## src/rtl/sq4_pkg.sv

```systemverilog
package sq4_pkg;

  typedef enum logic [2:0] {
    PH_T0 = 3'd0,
    PH_T1 = 3'd1,
    PH_T2 = 3'd2,
    PH_T3 = 3'd3,
    PH_T4 = 3'd4,
    PH_T5 = 3'd5
  } phase_e;

  // Power-up program: counts the top word upward forever.
  function automatic logic [7:0] boot_word(input int unsigned idx);
    logic [7:0] w;
    case (idx)
      1:       w = 8'h1;
      2:       w = 8'h3;
      3:       w = 8'h1;
      5:       w = 8'h6;
      7:       w = 8'hF;
      8:       w = 8'h9;
      11:      w = 8'h3;
      default: w = 8'h0;
    endcase
    return w;
  endfunction

endpackage

```

## src/rtl/sq4_rstsync.sv

```systemverilog
module sq4_rstsync #(
  parameter int unsigned STAGES = 2
) (
  input  logic clk,
  input  logic rst_n,
  output logic rst_ni
);
  logic [STAGES-1:0] sync_q;

  always_ff @(posedge clk or negedge rst_n) begin
    if (!rst_n) sync_q <= '0;
    else        sync_q <= {sync_q[STAGES-2:0], 1'b1};
  end

  assign rst_ni = sync_q[STAGES-1];
endmodule

```

## src/rtl/sq4_seq.sv

```systemverilog
module sq4_seq
  import sq4_pkg::*;
(
  input  logic   clk,
  input  logic   rst_ni,
  output phase_e phase
);
  phase_e ph_q, ph_d;

  always_comb begin
    case (ph_q)
      PH_T0:   ph_d = PH_T1;
      PH_T1:   ph_d = PH_T2;
      PH_T2:   ph_d = PH_T3;
      PH_T3:   ph_d = PH_T4;
      PH_T4:   ph_d = PH_T5;
      default: ph_d = PH_T0;
    endcase
  end

  always_ff @(posedge clk or negedge rst_ni) begin
    if (!rst_ni) ph_q <= PH_T0;
    else         ph_q <= ph_d;
  end

  assign phase = ph_q;

  assert_phase_ring_R4: assert property (@(posedge clk) disable iff (!rst_ni)
    (ph_q == PH_T5) |=> (ph_q == PH_T0))
    else $error("phase did not return to T0");
endmodule

```

## src/rtl/sq4_alu.sv

```systemverilog
module sq4_alu #(
  parameter int unsigned DW = 4
) (
  input  logic          clk,
  input  logic          rst_ni,
  input  logic          ld_a,
  input  logic          ld_b,
  input  logic [DW-1:0] din,
  output logic [DW-1:0] res,
  output logic          leq
);
  logic [DW-1:0] a_q, b_q, a_d, b_d;

  always_comb begin
    a_d = ld_a ? din : a_q;
    b_d = ld_b ? din : b_q;
  end

  always_ff @(posedge clk or negedge rst_ni) begin
    if (!rst_ni) begin
      a_q <= '0;
      b_q <= '0;
    end else begin
      a_q <= a_d;
      b_q <= b_d;
    end
  end

  assign res = b_q - a_q;
  assign leq = (res == '0) || res[DW-1];

  assert_src_hold_R1: assert property (@(posedge clk) disable iff (!rst_ni)
    !ld_a |=> $stable(a_q))
    else $error("source latch changed without load");
endmodule

```

## src/rtl/sq4_mem.sv

```systemverilog
module sq4_mem
  import sq4_pkg::*;
#(
  parameter int unsigned DW = 4,
  parameter int unsigned AW = 4
) (
  input  logic          clk,
  input  logic          rst_ni,
  input  logic [AW-1:0] ra_pc,
  output logic [DW-1:0] rd_pc,
  input  logic [AW-1:0] ra_mar,
  output logic [DW-1:0] rd_mar,
  input  logic          we,
  input  logic [AW-1:0] wa,
  input  logic [DW-1:0] wd,
  output logic [DW-1:0] out_q
);
  localparam int unsigned DEPTH = 1 << AW;
  localparam logic [AW-1:0] IO_ADDR = '1;

  logic [DW-1:0] mem_q [DEPTH];
  logic [DW-1:0] out_d;
  logic          io_wr;

  for (genvar i = 0; i < DEPTH; i++) begin : g_word
    logic hit;
    assign hit = we && (wa == AW'(i));
    always_ff @(posedge clk or negedge rst_ni) begin
      if (!rst_ni)  mem_q[i] <= DW'(boot_word(i));
      else if (hit) mem_q[i] <= wd;
    end
  end

  assign rd_pc  = mem_q[ra_pc];
  assign rd_mar = mem_q[ra_mar];

  assign io_wr = we && (wa == IO_ADDR);
  assign out_d = io_wr ? wd : out_q;

  always_ff @(posedge clk or negedge rst_ni) begin
    if (!rst_ni) out_q <= '0;
    else         out_q <= out_d;
  end

  assert_io_shadow_R5: assert property (@(posedge clk) disable iff (!rst_ni)
    io_wr |=> (out_q == $past(wd)) && (mem_q[IO_ADDR] == out_q))
    else $error("output register missed a top-word write");

  assert_io_hold_R5: assert property (@(posedge clk) disable iff (!rst_ni)
    !io_wr |=> $stable(out_q))
    else $error("output register changed without a top-word write");
endmodule

```

## src/rtl/sq4_core.sv

```systemverilog
module sq4_core
  import sq4_pkg::*;
#(
  parameter int unsigned DW = 4,
  parameter int unsigned AW = 4,
  parameter int unsigned SYNC_STAGES = 2
) (
  input  logic          clk,
  input  logic          rst_n,
  output logic [DW-1:0] out_port,
  output logic [AW-1:0] dbg_pc,
  output logic [AW-1:0] dbg_mar
);
  logic          rst_ni;
  phase_e        phase;
  logic [AW-1:0] pc_q, pc_d, mar_q, mar_d;
  logic [DW-1:0] rd_pc, rd_mar, res;
  logic          leq, ld_a, ld_b, we;

  sq4_rstsync #(.STAGES(SYNC_STAGES)) u_rst (
    .clk(clk), .rst_n(rst_n), .rst_ni(rst_ni));

  sq4_seq u_seq (.clk(clk), .rst_ni(rst_ni), .phase(phase));

  sq4_mem #(.DW(DW), .AW(AW)) u_mem (
    .clk(clk), .rst_ni(rst_ni),
    .ra_pc(pc_q), .rd_pc(rd_pc),
    .ra_mar(mar_q), .rd_mar(rd_mar),
    .we(we), .wa(mar_q), .wd(res),
    .out_q(out_port));

  sq4_alu #(.DW(DW)) u_alu (
    .clk(clk), .rst_ni(rst_ni),
    .ld_a(ld_a), .ld_b(ld_b), .din(rd_mar),
    .res(res), .leq(leq));

  assign ld_a = (phase == PH_T1);
  assign ld_b = (phase == PH_T3);
  assign we   = (phase == PH_T4);

  always_comb begin
    pc_d  = pc_q;
    mar_d = mar_q;
    case (phase)
      PH_T0, PH_T2: mar_d = AW'(rd_pc);
      PH_T1, PH_T4: pc_d  = pc_q + 1'b1;
      PH_T5:        pc_d  = leq ? AW'(rd_pc) : pc_q + 1'b1;
      default: ;
    endcase
  end

  always_ff @(posedge clk or negedge rst_ni) begin
    if (!rst_ni) begin
      pc_q  <= '0;
      mar_q <= '0;
    end else begin
      pc_q  <= pc_d;
      mar_q <= mar_d;
    end
  end

  assign dbg_pc  = pc_q;
  assign dbg_mar = mar_q;

  assert_pc_hold_R4: assert property (@(posedge clk) disable iff (!rst_ni)
    (phase == PH_T0 || phase == PH_T2 || phase == PH_T3) |=> $stable(pc_q))
    else $error("PC moved in a hold phase");

  assert_branch_taken_R2: assert property (@(posedge clk) disable iff (!rst_ni)
    (phase == PH_T5 && leq) |=> (pc_q == $past(rd_pc)))
    else $error("taken branch did not load jump word");

  assert_fall_through_R3: assert property (@(posedge clk) disable iff (!rst_ni)
    (phase == PH_T5 && !leq) |=> (pc_q == $past(pc_q) + 1'b1))
    else $error("positive result did not fall through");
endmodule

```

## config.mk

```make
export PLATFORM = sky130hd
export DESIGN_NAME = sq4_core
export DESIGN_NICKNAME = d
export VERILOG_FILES = /design/src/rtl/sq4_pkg.sv /design/src/rtl/sq4_rstsync.sv /design/src/rtl/sq4_seq.sv /design/src/rtl/sq4_alu.sv /design/src/rtl/sq4_mem.sv /design/src/rtl/sq4_core.sv
export SDC_FILE = /design/constraint.sdc
export NUM_CORES = 1
export LEC_CHECK = 0
export BUFFER_PORTS_ARGS = -buffer_cell sky130_fd_sc_hd__clkbuf_2
export CORE_MARGIN = 2
export CORE_UTILIZATION = 50
export CTS_CLUSTER_SIZE = 24
export DETAILED_ROUTE_END_ITERATION = 6
export PLACE_DENSITY = 0.64
export SYNTH_ARGS = -nofsm -noshare
export SYNTH_HDL_FRONTEND = slang
export SYNTH_SLANG_ARGS = --single-unit
```

## constraint.sdc

```tcl
create_clock -name clk -period 7.4 [get_ports clk]
set_input_delay 1.48 -clock clk [delete_from_list [all_inputs] [get_ports clk]]
set_output_delay 1.48 -clock clk [all_outputs]
set_load 0.005 [all_outputs]
```

# Yosys cells after proc, flatten, opt, wreduce, memory -nomap -nowiden
# Cells that the tools add are included.
# word_totals
reg_bits	85
latch_bits	0
ram_bits	0
romBits	0
inputBits	2
out_inout_bits	12
elab_cells	80
n_memories	0
# classes
add_sub_neg	2
mul	0
n_div	0
magnitude_cmp	2
eq_ne	20
shifts	0
mux	9
n_bitwise	2
reduce_logical	23
# ops
cell	count
$bmux 4 s4	2
$eq 4x4->1 const B	8
$mux 4	5
$eq 4x3->1 const B	4
$logic_and 1x1->1	16
$pmux 3 s5	1
$ge 5x5->1 const B	2
$not 4->5	2
$eq 4x2->1 const B	2
$logic_not 4->1	2
$pmux 4 s2	1
$eq 3x2->1 const B	2
$eq 3x3->1 const B	2
$add 4x1->4 const B	1
$eq 4x1->1 const B	1
$reduce_or 2->1	2
$sub 4x4->4	1
$eq 3x1->1 const B	1
$logic_not 3->1	1
$reduce_bool 2->1	1
$logic_or 1x1->1	1

# Logic depth before layout (Yosys ltp)
# Gate-level depths: netlist (run 1).
# depth
word_depth	6
ltp_mapped	9

# By module
# From an unflattened synthesis (run 1), not the netlist that was laid out.
# unflattened
hier_cells	323
hier_area_um2	4634.4
# modules_own_cells
module	n_inst	cells_each	area_each_um2	seq_area_each_um2
sq4_mem	1	239	3621.0	1619.1
sq4_core	1	35	427.9	200.2
sq4_alu	1	37	422.9	200.2
sq4_seq	1	9	108.9	75.1
sq4_rstsync	1	3	53.8	50.0

# Least setup slack after synthesis (run 1)
# No wires, ideal clock.
# synth_timing
path_type	reg2reg
startpoint	reg u_alu.b_q[0]
endpoint	reg pc_q[2], in the netlist dbg_pc[2]
setup_ns	0.125
arrival_ns	2.023
required_ns	7.275
setup_slack_ns	5.252
stages_incl_launch_ff	9
n_path_buf	0
synth_period_minus_slack_ns	2.148
path_cell_list	dfrtp_1 inv_1 ha_1 inv_1 fa_1 nand3b_1 nand3_1 o21ai_0 mux2_2
# synth_via
elab_chain_cells	5
# synth_lines
item	line_no	text
from (decl)	sq4_alu.sv:12	logic [DW-1:0] a_q, b_q, a_d, b_d;
from (signal assigned)	sq4_alu.sv:22	b_q <= '0;
from (signal assigned)	sq4_alu.sv:25	b_q <= b_d;
$sub 4x4->4	sq4_alu.sv:29	assign res = b_q - a_q;
net res[1]	sq4_core.sv:17	logic [DW-1:0] rd_pc, rd_mar, res;
$logic_not 4->1	sq4_alu.sv:30	assign leq = (res == '0) || res[DW-1];
$logic_or 1x1->1	sq4_alu.sv:30	
$mux 4	sq4_core.sv:47	PH_T5: pc_d = leq ? AW'(rd_pc) : pc_q + 1'b1;
$pmux 4 s2	sq4_core.sv:44	case (phase)
to (signal assigned)	sq4_core.sv:57	pc_q <= pc_d;
to (decl)	sq4_core.sv:16	logic [AW-1:0] pc_q, pc_d, mar_q, mar_d;
# The timed path passes the listed nets, and every way through them passes these cells.
# A chain may end at the register's enable or synchronous reset.

# Worst setup path in the final report (run 1)
# layout_timing
startpoint	reg mar_q[1], in the netlist dbg_mar[1]
endpoint	out dbg_mar[1]
# layout_rtl
item	line_no	text
from (decl)	sq4_core.sv:16	
from (signal assigned)	sq4_core.sv:58	mar_q <= mar_d;
to (decl)	sq4_core.sv:12	output logic [AW-1:0] dbg_mar
# No word-level cell between the ends.

==> impl_metrics.csv, run 1 <==
group,metric,value,unit
sta,hold_violations,0,
clock_network,cts_tree,"done",
pwr,power.total,0.000865,W
synth,syn_inst,366,
floorplan,io_pins,14,
clock_network,root_buffer,"clkbuf_8",
clock_network,worstSkewPairLatency,0.36,ns
placed_design,gp_congestion,0.797,
drt,drtIter0Drc,170,
sta,layout_min_cycle_time,3.15,ns
clock_network,cts.sinks,85,
sta,setup_viol,0,
drt,via_count,2874,
cells_and_area,seq_area,2150,sq um
run_status,outcome,"completed",
setup_path,cp-start-kind,"flop",
setup_path,r2r_cells,9,
synth,yosysWarnings,0,
setup_path,cp.buffers_inverters,1,
worst_hold_path,whs_path_depth,0,
placed_design,post_dp_cell_area,4680,sq um
drt,ant_nets,0,
setup_path,crit_arrival,1.67,ns
cells_and_area,area_growth_syn_to_layout,5.99,%
floorplan,fp.dieW,100,microns
clock_network,cts_buffer_depth,2,
grt,overflow,0,
setup_path,slowest_delay,1.05,ns
setup_path,critical_path_class,"reg -> out",
synth,syn-cell-area,4630,sq um
pwr,power_density,176,nW/um^2
clock_network,htreeDepth,3,
cells_and_area,nets,376,
grt,grt_pass1_wl,15800,microns
job,maxCapViolCount,0,
synth,syn_avg_cell_area,12.7,sq um
synth,synth-seq-cells,85,
grt,antenna_found_initial,0,
placed_design,post-dp-hpwl,6800,microns
sta,drv_slew,0,
sta,maxSlewHeadroom,28.4,%
sta,post-route-period-util,42.5,%
grt,grt_usage,21.2,%
clock_network,cts_setup_buffers,0,
synth,yosys.cell_types.count,44,
setup_path,crit_family,"flip-flops",
grt,grt_pass1_vias,2822,
cells_and_area,multi_input_area,2260,sq um
setup_path,cp_max_fo,28,
drt,drt-total-wl,9810,microns
worst_hold_path,hp-class,"reg -> reg",
setup_path,cp_data_required_time,5.92,ns
pwr,p_leak,2.07,nW
clock_network,clk_pin_slew,0.08,ns
setup_path,cp_num_cells,1,
sta,max_freq,318,MHz
cells_and_area,drive_gt1_share,32.1,%
synth,syn_nets,373,
floorplan,die_h,100,microns
drt,vias_per_cell,5.93,
floorplan,start_util,50.9,%
setup_path,crit_chain,"clkbuf_2",
drt,drc,0,
cells_and_area,fillCellCount,804,
clock_network,cts_hold_buf,0,
clock_network,cts_resized,0,
drt,first_pass_iters,4,
floorplan,fp-row-count,35,
cells_and_area,n_antenna_cell,0,
clock_network,cts_buffers,9,
setup_path,critPathSlowestCell,"dfrtp_1",
setup_path,endpoint_kind,"output port",
drt,wl_per_cell,20.2,microns
sta,worst_pin_slew,1.07,ns
floorplan,dieArea,10100,sq um
floorplan,core,9110,sq um
sta,grt_setup_unrepaired,"no",
grt,grt_max_degree,84,
cells_and_area,fin_area,4910,sq um
placed_design,io_buffer_count,13,
cells_and_area,postLayoutCoreUtil,53.9,%
sta,final.setup.tns,0,ns
pwr,ir_drop,0.000111,V
sta,fin_skew,0.0129,ns
synth,synth-seq-area-share,46.3,%
-- synthesized netlist by cell type (all sizes together) --
cell	count	share of area, %
conb	1	0.081
xor2	2	0.38
inv	13	1.1
nor2b	4	0.54
mux4	34	17
nor3b	1	0.16
fa	1	0.43
mux2i	15	3.2
nand4	1	0.14
and2	1	0.14
a41oi	1	0.19
and3b	1	0.19
nor2	22	1.8
nand3	4	0.43
nand2b	4	0.54
mux2	44	11
buf	13	2.2
nand3b	3	0.49
xnor2	4	0.76
and3	2	0.27
a31oi	1	0.14
a22oi	1	0.16
or3b	1	0.19
a21boi	2	0.32
dfrtp	71	38
o21ai	28	3.0
nand2	40	3.2
a21oi	9	0.97
clkbuf	11	1.8
or3	3	0.43
o211ai	6	0.97
nor3	2	0.32
ha	4	1.1
dfstp	14	7.9
a211oi	1	0.16
or2	1	0.14
-- through the flow --
| step | setup slack, ns | hold WS (ns) | cells |
|---|---|---|---|
| floorplan | 4.88 | 0.331 | 366 |
| global placement | 4.63 | 0.337 | 469 |
| detailed placement | 4.57 | 0.340 | 469 |
| CTS | 4.23 | 0.362 | 485 |
| global route | 4.15 | 0.375 | 485 |
| finish | 4.25 | 0.358 | 485 |
-- cell type report --
| type | count | area share (%) |
|---|---|---|
| clock buffers | 12 | 2.75 |
| clock inverters | 4 | 1.99 |
| repair buffers | 16 | 1.78 |
| flip-flops and latches | 85 | 43.7 |
| well taps | 111 | 2.83 |
| inverters | 13 | 0.993 |
| multi-input cells | 244 | 45.9 |
-- per-layer routing --
metal | wire length [microns] | GRT usage (%) | vias up | part of all wire [%]
met5 | 0 | 0 | - | 0
met4 | 154 | 6.95 | 0 | 1.6
met3 | 371 | 4.32 | 15 | 3.8
met2 | 4590 | 31.5 | 64 | 47
met1 | 4690 | 31.3 | 1456 | 48
li1 | - | - | 1339 | -
-- registers in the layout, summed over array words and instances (netlist names) --
name	count
u_alu.a_q	4
u_mem.mem_q	60
u_rst.sync_q	2
u_seq.phase	3
u_mem.out_q	4
dbg_pc	4
u_alu.b_q	4
dbg_mar	4
-- kinds of logic (layout without fill, tap and decap cells) --
| family | Yosys count | in the layout | share of synthesized area (%) |
|---|---|---|---|
| other | 1 | 1 | 0.0809 |
| muxes | 93 | 93 | 31.0 |
| AOI/OAI and AO/OA | 49 | 49 | 5.94 |
| and+or+nand+nor | 90 | 90 | 8.99 |
| buffers and inverters | 37 | 45 | 5.05 |
| DFF | 85 | 85 | 46.3 |
| xor gates and xnor gates | 6 | 6 | 1.13 |
| adders and majority gates | 5 | 5 | 1.51 |
-- cell usage in the layout (no fill, tap or decap), drive strengths merged, types with 3 or more instances in the layout --
cell,synthesis,layout
nand3,4,4
mux4,34,34
dfrtp,71,71
mux2,44,44
mux2i,15,15
buf,13,3
nor2b,4,4
xnor2,4,4
nand3b,3,3
bufinv,0,3
nand2b,4,4
clkbuf,11,25
o211ai,6,6
ha,4,4
o21ai,28,28
nand2,40,40
inv,13,13
or3,3,3
dfstp,14,14
nor2,22,22
a21oi,9,9
-- path summary, 6_finish.rpt --
check,slack (ns),endpoint,start
max,4.25,dbg_mar[1],dbg_mar[1]$_DFFE_PN0P_
min,0.36,u_rst.sync_q[1]$_DFF_PN0_,u_rst.sync_q[0]$_DFF_PN0_
max reg2reg,4.55,dbg_pc[2]$_DFFE_PN0P_,u_alu.b_q[0]$_DFFE_PN0N_
min reg2reg,0.36,u_rst.sync_q[1]$_DFF_PN0_,u_rst.sync_q[0]$_DFF_PN0_
max in group asynchronous,6.18,dbg_pc[1]$_DFFE_PN0P_,u_rst.sync_q[1]$_DFF_PN0_
min in group asynchronous,0.53,u_mem.mem_q[57]$_DFFE_PN0P_,u_rst.sync_q[1]$_DFF_PN0_
-- power by group --
group	switching, W	internal [W]	total (W)
Sequential	0.00000856	0.000465	0.000474
Clock	0.000166	0.000225	0.000391
Combinational	0.000000230	0.000000188	0.000000418
(Power assumes the default switching activity.)
==> inputs of run 2 (changes only) <==
==> constraint.sdc (replaced) <==
create_clock -name clk -period 2.9 [get_ports clk]
set_input_delay 0.58 -clock clk [delete_from_list [all_inputs] [get_ports clk]]
set_output_delay 0.58 -clock clk [all_outputs]
set_load 0.005 [all_outputs]
==> run 2 against run 1 <==
Compared with the run above:
- flip-flop and latch count did not move
- hold slack improved by 0.0030 ns
- setup slack got worse by 3.7 ns
==> impl_metrics.csv, run 2 (synthesized netlist as in run 1, its figures left out) <==
group,metric,value,unit
drt,wl_per_cell,20.6,microns
placed_design,post-dp-hpwl,7210,microns
grt,overflow,0,
setup_path,crit_chain,"mux4_1 -> nor2b_1 -> a211oi_1 -> a31oi_1 -> mux2_2",
placed_design,io_buffer_count,13,
sta,holdWs,0.361,ns
run_status,outcome,"completed",
cells_and_area,postLayoutCoreUtil,54.7,%
drt,vias_per_cell,6.07,
cells_and_area,layout_common_cells,"70 x dfrtp_1, 43 x mux2_2, 40 x nand2_1, 28 x mux4_2, 28 x o21ai_0",
pwr,power.total,0.00224,W
cells_and_area,drive_gt1_share,33.7,%
clock_network,cts.sinks,85,
sta,grt_setup_unrepaired,"no",
setup_path,cp_max_fo,15,
grt,grt_usage,22.0,%
clock_network,htreeDepth,3,
sta,max_freq,425,MHz
drt,first_pass_iters,4,
clock_network,clk_pin_slew,0.08,ns
setup_path,r2r_cells,5,
drt,ant_nets,0,
drt,drt-total-wl,10100,microns
setup_path,cp-start-kind,"flop",
drt,drtIter0Drc,160,
placed_design,gp_congestion,0.823,
setup_path,slowest_delay,0.79,ns
pwr,power_density,450,nW/um^2
sta,final.setup.tns,0,ns
worst_hold_path,whs_path_depth,0,
cells_and_area,regMostFlops,"u_mem.mem_q",
pwr,ir_drop,0.000252,V
setup_path,cp_data_required_time,3.15,ns
grt,grt_max_degree,84,
grt,antenna_found_initial,0,
setup_path,r2r_slack,0.55,ns
clock_network,cts_buffers,9,
floorplan,io_pins,14,
floorplan,start_util,50.9,%
cells_and_area,largest_reg_flops,60,
worst_hold_path,hold_path_end,"u_rst.sync_q[1]$_DFF_PN0_",
cells_and_area,n_antenna_cell,0,
setup_path,critPathSlowestCell,"dfrtp_1",
sta,finalWorstSetupSlack,0.550,ns
cells_and_area,multi_input_area,2260,sq um
worst_hold_path,hp-class,"reg -> reg",
setup_path,crit_arrival,2.60,ns
placed_design,preCtsSetupSlack,0.590,ns
sta,maxSlewHeadroom,28.9,%
floorplan,fp-row-count,35,
sta,layout_min_cycle_time,2.35,ns
cells_and_area,fillCellCount,748,
sta,worst_pin_slew,1.07,ns
sta,setup_viol,0,
sta,hold_violations,0,
drt,drc,0,
sta,fin_skew,0.0137,ns
floorplan,dieArea,10100,sq um
clock_network,cts_tree,"done",
setup_path,endpoint_kind,"flop",
cells_and_area,nets,383,
sta,drv_slew,0,
floorplan,die_h,100,microns
pwr,p_leak,2.12,nW
cells_and_area,area_growth_syn_to_layout,7.45,%
cells_and_area,final_common_cell,"dfrtp_1",
job,maxCapViolCount,0,
setup_path,critical_path_class,"reg -> reg",
worst_hold_path,hp-start,"u_rst.sync_q[0]$_DFF_PN0_",
setup_path,reg2reg_to,"dbg_mar[2]$_DFFE_PN0P_",
drt,via_count,2980,
clock_network,root_buffer,"clkbuf_8",
clock_network,cts_buffer_depth,2,
sta,post-route-period-util,81.0,%
clock_network,cts_resized,0,
grt,grt_pass1_vias,2967,
floorplan,core,9110,sq um
clock_network,worstSkewPairLatency,0.36,ns
setup_path,r2r-start,"dbg_pc[0]$_DFFE_PN0P_",
clock_network,cts_setup_buffers,0,
floorplan,fp.dieW,100,microns
grt,grt_pass1_wl,16700,microns
cells_and_area,seq_area,2150,sq um
## run 2: cell count changes in the layout (fill, tap and decap cells not counted), sizes merged
cell	change
buf	+6
clkbuf	-2
clkinv	+1
clkinvlp	-1
dlygate4sd3	+1
inv	+1
## run 2: cell type report
type | count | share of cell area (%)
clock buffers | 10 | 2.76
well taps | 111 | 2.79
multi-input cells | 244 | 45.3
clock inverters | 5 | 2.16
flip-flops and latches | 85 | 43.1
inverters | 13 | 0.980
repair buffers | 23 | 2.86
## run 2: metrics by stage
stage                     cells  cell area (sq um)
after floorplan             366               4630
after global placement      475               4720
after detailed placement    475               4720
after CTS                   491               4980
after global routing        491               4980
final                       491               4980
## run 2: per-layer routing
| layer | global-route usage, % | part of all wire [%] | vias to the layer above |
|---|---|---|---|
| met5 | 0 | 0 | - |
| met4 | 8.54 | 2.5 | 0 |
| met3 | 2.86 | 3.9 | 20 |
| met2 | 33.5 | 47 | 79 |
| met1 | 32.5 | 47 | 1534 |
| li1 | - | - | 1347 |
## run 2: worst max-delay path: cells and delay by family, from the launching register on
family	cells	cell delay (ns)
muxes	2	0.92
and+or+nand+nor	1	0.14
AOI/OAI and AO/OA	2	0.39
DFF	1	0.79
## run 2: power breakdown
part / switching, W / internal [W]
clock network: 0.000436 / 0.000596
registers: 0.0000218 / 0.00119
logic: 0.000000758 / 0.00000135
total: 0.000459 / 0.00178
## run 2: how the worst max path moves through the flow
stage               cells after the start                      to                      start
finish                                  5  dbg_mar[2]$_DFFE_PN0P_      dbg_pc[0]$_DFFE_PN0P_
detailed placement                      5  dbg_mar[2]$_DFFE_PN0P_      dbg_pc[0]$_DFFE_PN0P_
floorplan                               0  dbg_mar[0]$_DFFE_PN0P_  u_rst.sync_q[1]$_DFF_PN0_
CTS                                     5  dbg_mar[2]$_DFFE_PN0P_      dbg_pc[0]$_DFFE_PN0P_
global route                            5  dbg_mar[2]$_DFFE_PN0P_      dbg_pc[0]$_DFFE_PN0P_
global placement                        5  dbg_mar[2]$_DFFE_PN0P_      dbg_pc[0]$_DFFE_PN0P_
## run 2: what timing repair did
| item | CTS | global route |
|---|---|---|
| endpoints found under the hold margin | 2 | 0 |
| hold buffers | 1 | 0 |
| endpoints found under the setup margin | 0 | 0 |
==> inputs of run 3 (changes only) <==
--- a/config.mk
+++ b/config.mk
@@ -10,7 +10,7 @@
 export CORE_UTILIZATION = 50
 export CTS_CLUSTER_SIZE = 24
 export DETAILED_ROUTE_END_ITERATION = 6
-export PLACE_DENSITY = 0.64
+export PLACE_DENSITY = 0.67
 export SYNTH_ARGS = -nofsm -noshare
 export SYNTH_HDL_FRONTEND = slang
 export SYNTH_SLANG_ARGS = --single-unit
==> constraint.sdc (replaced) <==
create_clock -name clk -period 2.05 [get_ports clk]
set_input_delay 0.41 -clock clk [delete_from_list [all_inputs] [get_ports clk]]
set_output_delay 0.41 -clock clk [all_outputs]
set_load 0.005 [all_outputs]
==> run 3 against run 2 <==
Compared with the run above:
- flip-flop and latch count unchanged
- final area increased by 4.9%
- clock skew decreased by 0.0017 ns
- clock-buffer cell count unchanged
- final cell count increased by 5.5%
- sequential power increased by 40%
- hold slack got worse by 0.070 ns
- critical path depth increased by 3
- critical path type unchanged
- largest power group unchanged
==> impl_metrics.csv, run 3 (synthesized netlist as in run 1, its figures left out) <==
group,metric,value,unit
setup_path,crit_path_end,"dbg_pc[2]$_DFFE_PN0P_",
floorplan,fp.dieW,100,microns
floorplan,start_util,50.9,%
clock_network,cts_tree,"done",
grt,grt_usage,21.3,%
sta,max_freq,493,MHz
floorplan,core,9110,sq um
sta,final.setup.tns,0,ns
setup_path,r2r_cells,8,
clock_network,htreeDepth,3,
placed_design,post-dp-hpwl,7290,microns
job,maxCapViolCount,0,
sta,grt_setup_unrepaired,"yes",
drt,drc,0,
sta,worst_pin_slew,0.547,ns
cells_and_area,seq_area,2150,sq um
grt,grt_max_degree,50,
drt,wl_per_cell,19.3,microns
clock_network,cts_buffer_depth,2,
setup_path,critPathLaunch,"u_alu.b_q[0]$_DFFE_PN0N_",
pwr,power_density,562,nW/um^2
sta,maxSlewHeadroom,63.4,%
setup_path,critical_path_class,"reg -> reg",
cells_and_area,regMostFlops,"u_mem.mem_q",
sta,setup_viol,0,
setup_path,r2r-start,"u_alu.b_q[0]$_DFFE_PN0N_",
sta,holdWs,0.291,ns
placed_design,preCtsSetupSlack,-0.0697,ns
sta,drv_slew,0,
cells_and_area,nets,409,
setup_path,endpoint_kind,"flop",
sta,fin_skew,0.0120,ns
drt,drt-total-wl,9980,microns
setup_path,cp_data_required_time,2.30,ns
floorplan,fp-row-count,35,
placed_design,gp_congestion,0.849,
placed_design,io_buffer_count,13,
cells_and_area,multi_input_area,2300,sq um
drt,first_pass_iters,5,
cells_and_area,fillCellCount,762,
clock_network,cts_buffers,9,
sta,post-route-period-util,98.9,%
cells_and_area,drive_gt1_share,40.8,%
setup_path,reg2reg_to,"dbg_pc[2]$_DFFE_PN0P_",
setup_path,crit_arrival,2.28,ns
floorplan,die_h,100,microns
grt,grt_pass1_wl,16100,microns
cells_and_area,final_common_cell,"dfrtp_1",
drt,drtIter0Drc,192,
drt,via_count,3071,
run_status,outcome,"completed",
cells_and_area,n_antenna_cell,0,
grt,grt_pass1_vias,3044,
grt,overflow,0,
setup_path,r2r_slack,0.02,ns
pwr,ir_drop,0.000338,V
sta,layout_min_cycle_time,2.03,ns
sta,hold_violations,0,
sta,finalWorstSetupSlack,0.0235,ns
cells_and_area,largest_reg_flops,60,
floorplan,io_pins,14,
worst_hold_path,hp-class,"reg -> async",
clock_network,worstSkewPairLatency,0.36,ns
pwr,p_leak,2.24,nW
drt,vias_per_cell,5.93,
clock_network,clk_pin_slew,0.09,ns
setup_path,cp_max_fo,2,
floorplan,dieArea,10100,sq um
grt,antenna_found_initial,0,
cells_and_area,layout_common_cells,"69 x dfrtp_1, 42 x mux2_2, 40 x nand2_1, 31 x buf_4, 28 x mux4_2",
setup_path,cp-start-kind,"flop",
clock_network,cts.sinks,85,
clock_network,root_buffer,"clkbuf_8",
cells_and_area,area_growth_syn_to_layout,12.7,%
drt,ant_nets,0,
## run 3: cell count changes in the layout (fill, tap and decap cells not counted), moves of 2 or more
cell	change
buf_12	+4
bufinv_16	-2
buf_4	+22
o21ai_0	-2
nor2_2	+3
nor2_1	-3
o21ai_2	+2
## run 3: final cells by class
class                           instances  area share [%]
Tap cell                              111            2.66
Timing Repair Buffer                   49            7.42
Clock buffer                           10            2.44
Multi-Input combinational cell        244            44.1
Clock inverter                          6            1.34
Sequential cell                        85            41.1
Inverter                               13           0.934
## run 3: worst min-delay path by stage
stage                         startpoint                           to  slack (ns)  depth (start not counted)
2_1_floorplan                      rst_n    u_rst.sync_q[0]$_DFF_PN0_        0.11                          0
5_1_grt        u_rst.sync_q[1]$_DFF_PN0_  u_mem.mem_q[20]$_DFFE_PN0P_        0.34                          0
3_5_place_dp                       rst_n    u_rst.sync_q[0]$_DFF_PN0_        0.20                          1
6_report       u_rst.sync_q[1]$_DFF_PN0_  u_mem.mem_q[37]$_DFFE_PN0P_        0.29                          0
4_1_cts        u_rst.sync_q[1]$_DFF_PN0_  u_mem.mem_q[20]$_DFFE_PN0P_        0.31                          0
3_3_place_gp                       rst_n    u_rst.sync_q[0]$_DFF_PN0_        0.20                          1
## run 3: timing repair
action | CTS | global route
buffers inserted | 0 | 2
pin swaps | 1 | 1
setup endpoints to repair | 3 | 27
hold buffers | 1 | 0
resized for setup | 4 | 12
hold endpoints to repair | 2 | 0
## run 3: critical path: stages (launching register included)
cell and delay, ns:
dfrtp_1 0.39, inv_1 0.06, ha_2 0.18, inv_2 0.04, fa_2 0.52, nand3b_1 0.13
nand3_2 0.09, o21ai_2 0.20, mux2_4 0.31
## run 3: metrics by stage
stage                     util [%]  power (W)  cell area (sq um)  std cells
after floorplan                  -    0.00173               4640        366
after global placement        54.4    0.00175               4950        499
after CTS                     56.8    0.00297               5170        516
final                         57.4    0.00294               5230        518
after global routing          57.4    0.00304               5230        518
after detailed placement      54.4    0.00175               4950        499
## run 3: layer usage
metal | up-vias | global-route usage (%) | share of wire, %
li1 | 1414 | - | -
met1 | 1553 | 30.1 | 45
met2 | 85 | 32.6 | 47
met3 | 19 | 4.25 | 5.1
met4 | 0 | 8.64 | 2.4
met5 | - | 0 | 0
## run 3: power by group
part	internal [W]	leakage [nW]	total (W)	switching [W]
clock network	0.000575	0.101	0.00122	0.000644
logic	0.00000580	1.01	0.0000250	0.0000192
registers	0.00168	1.13	0.00169	0.0000135
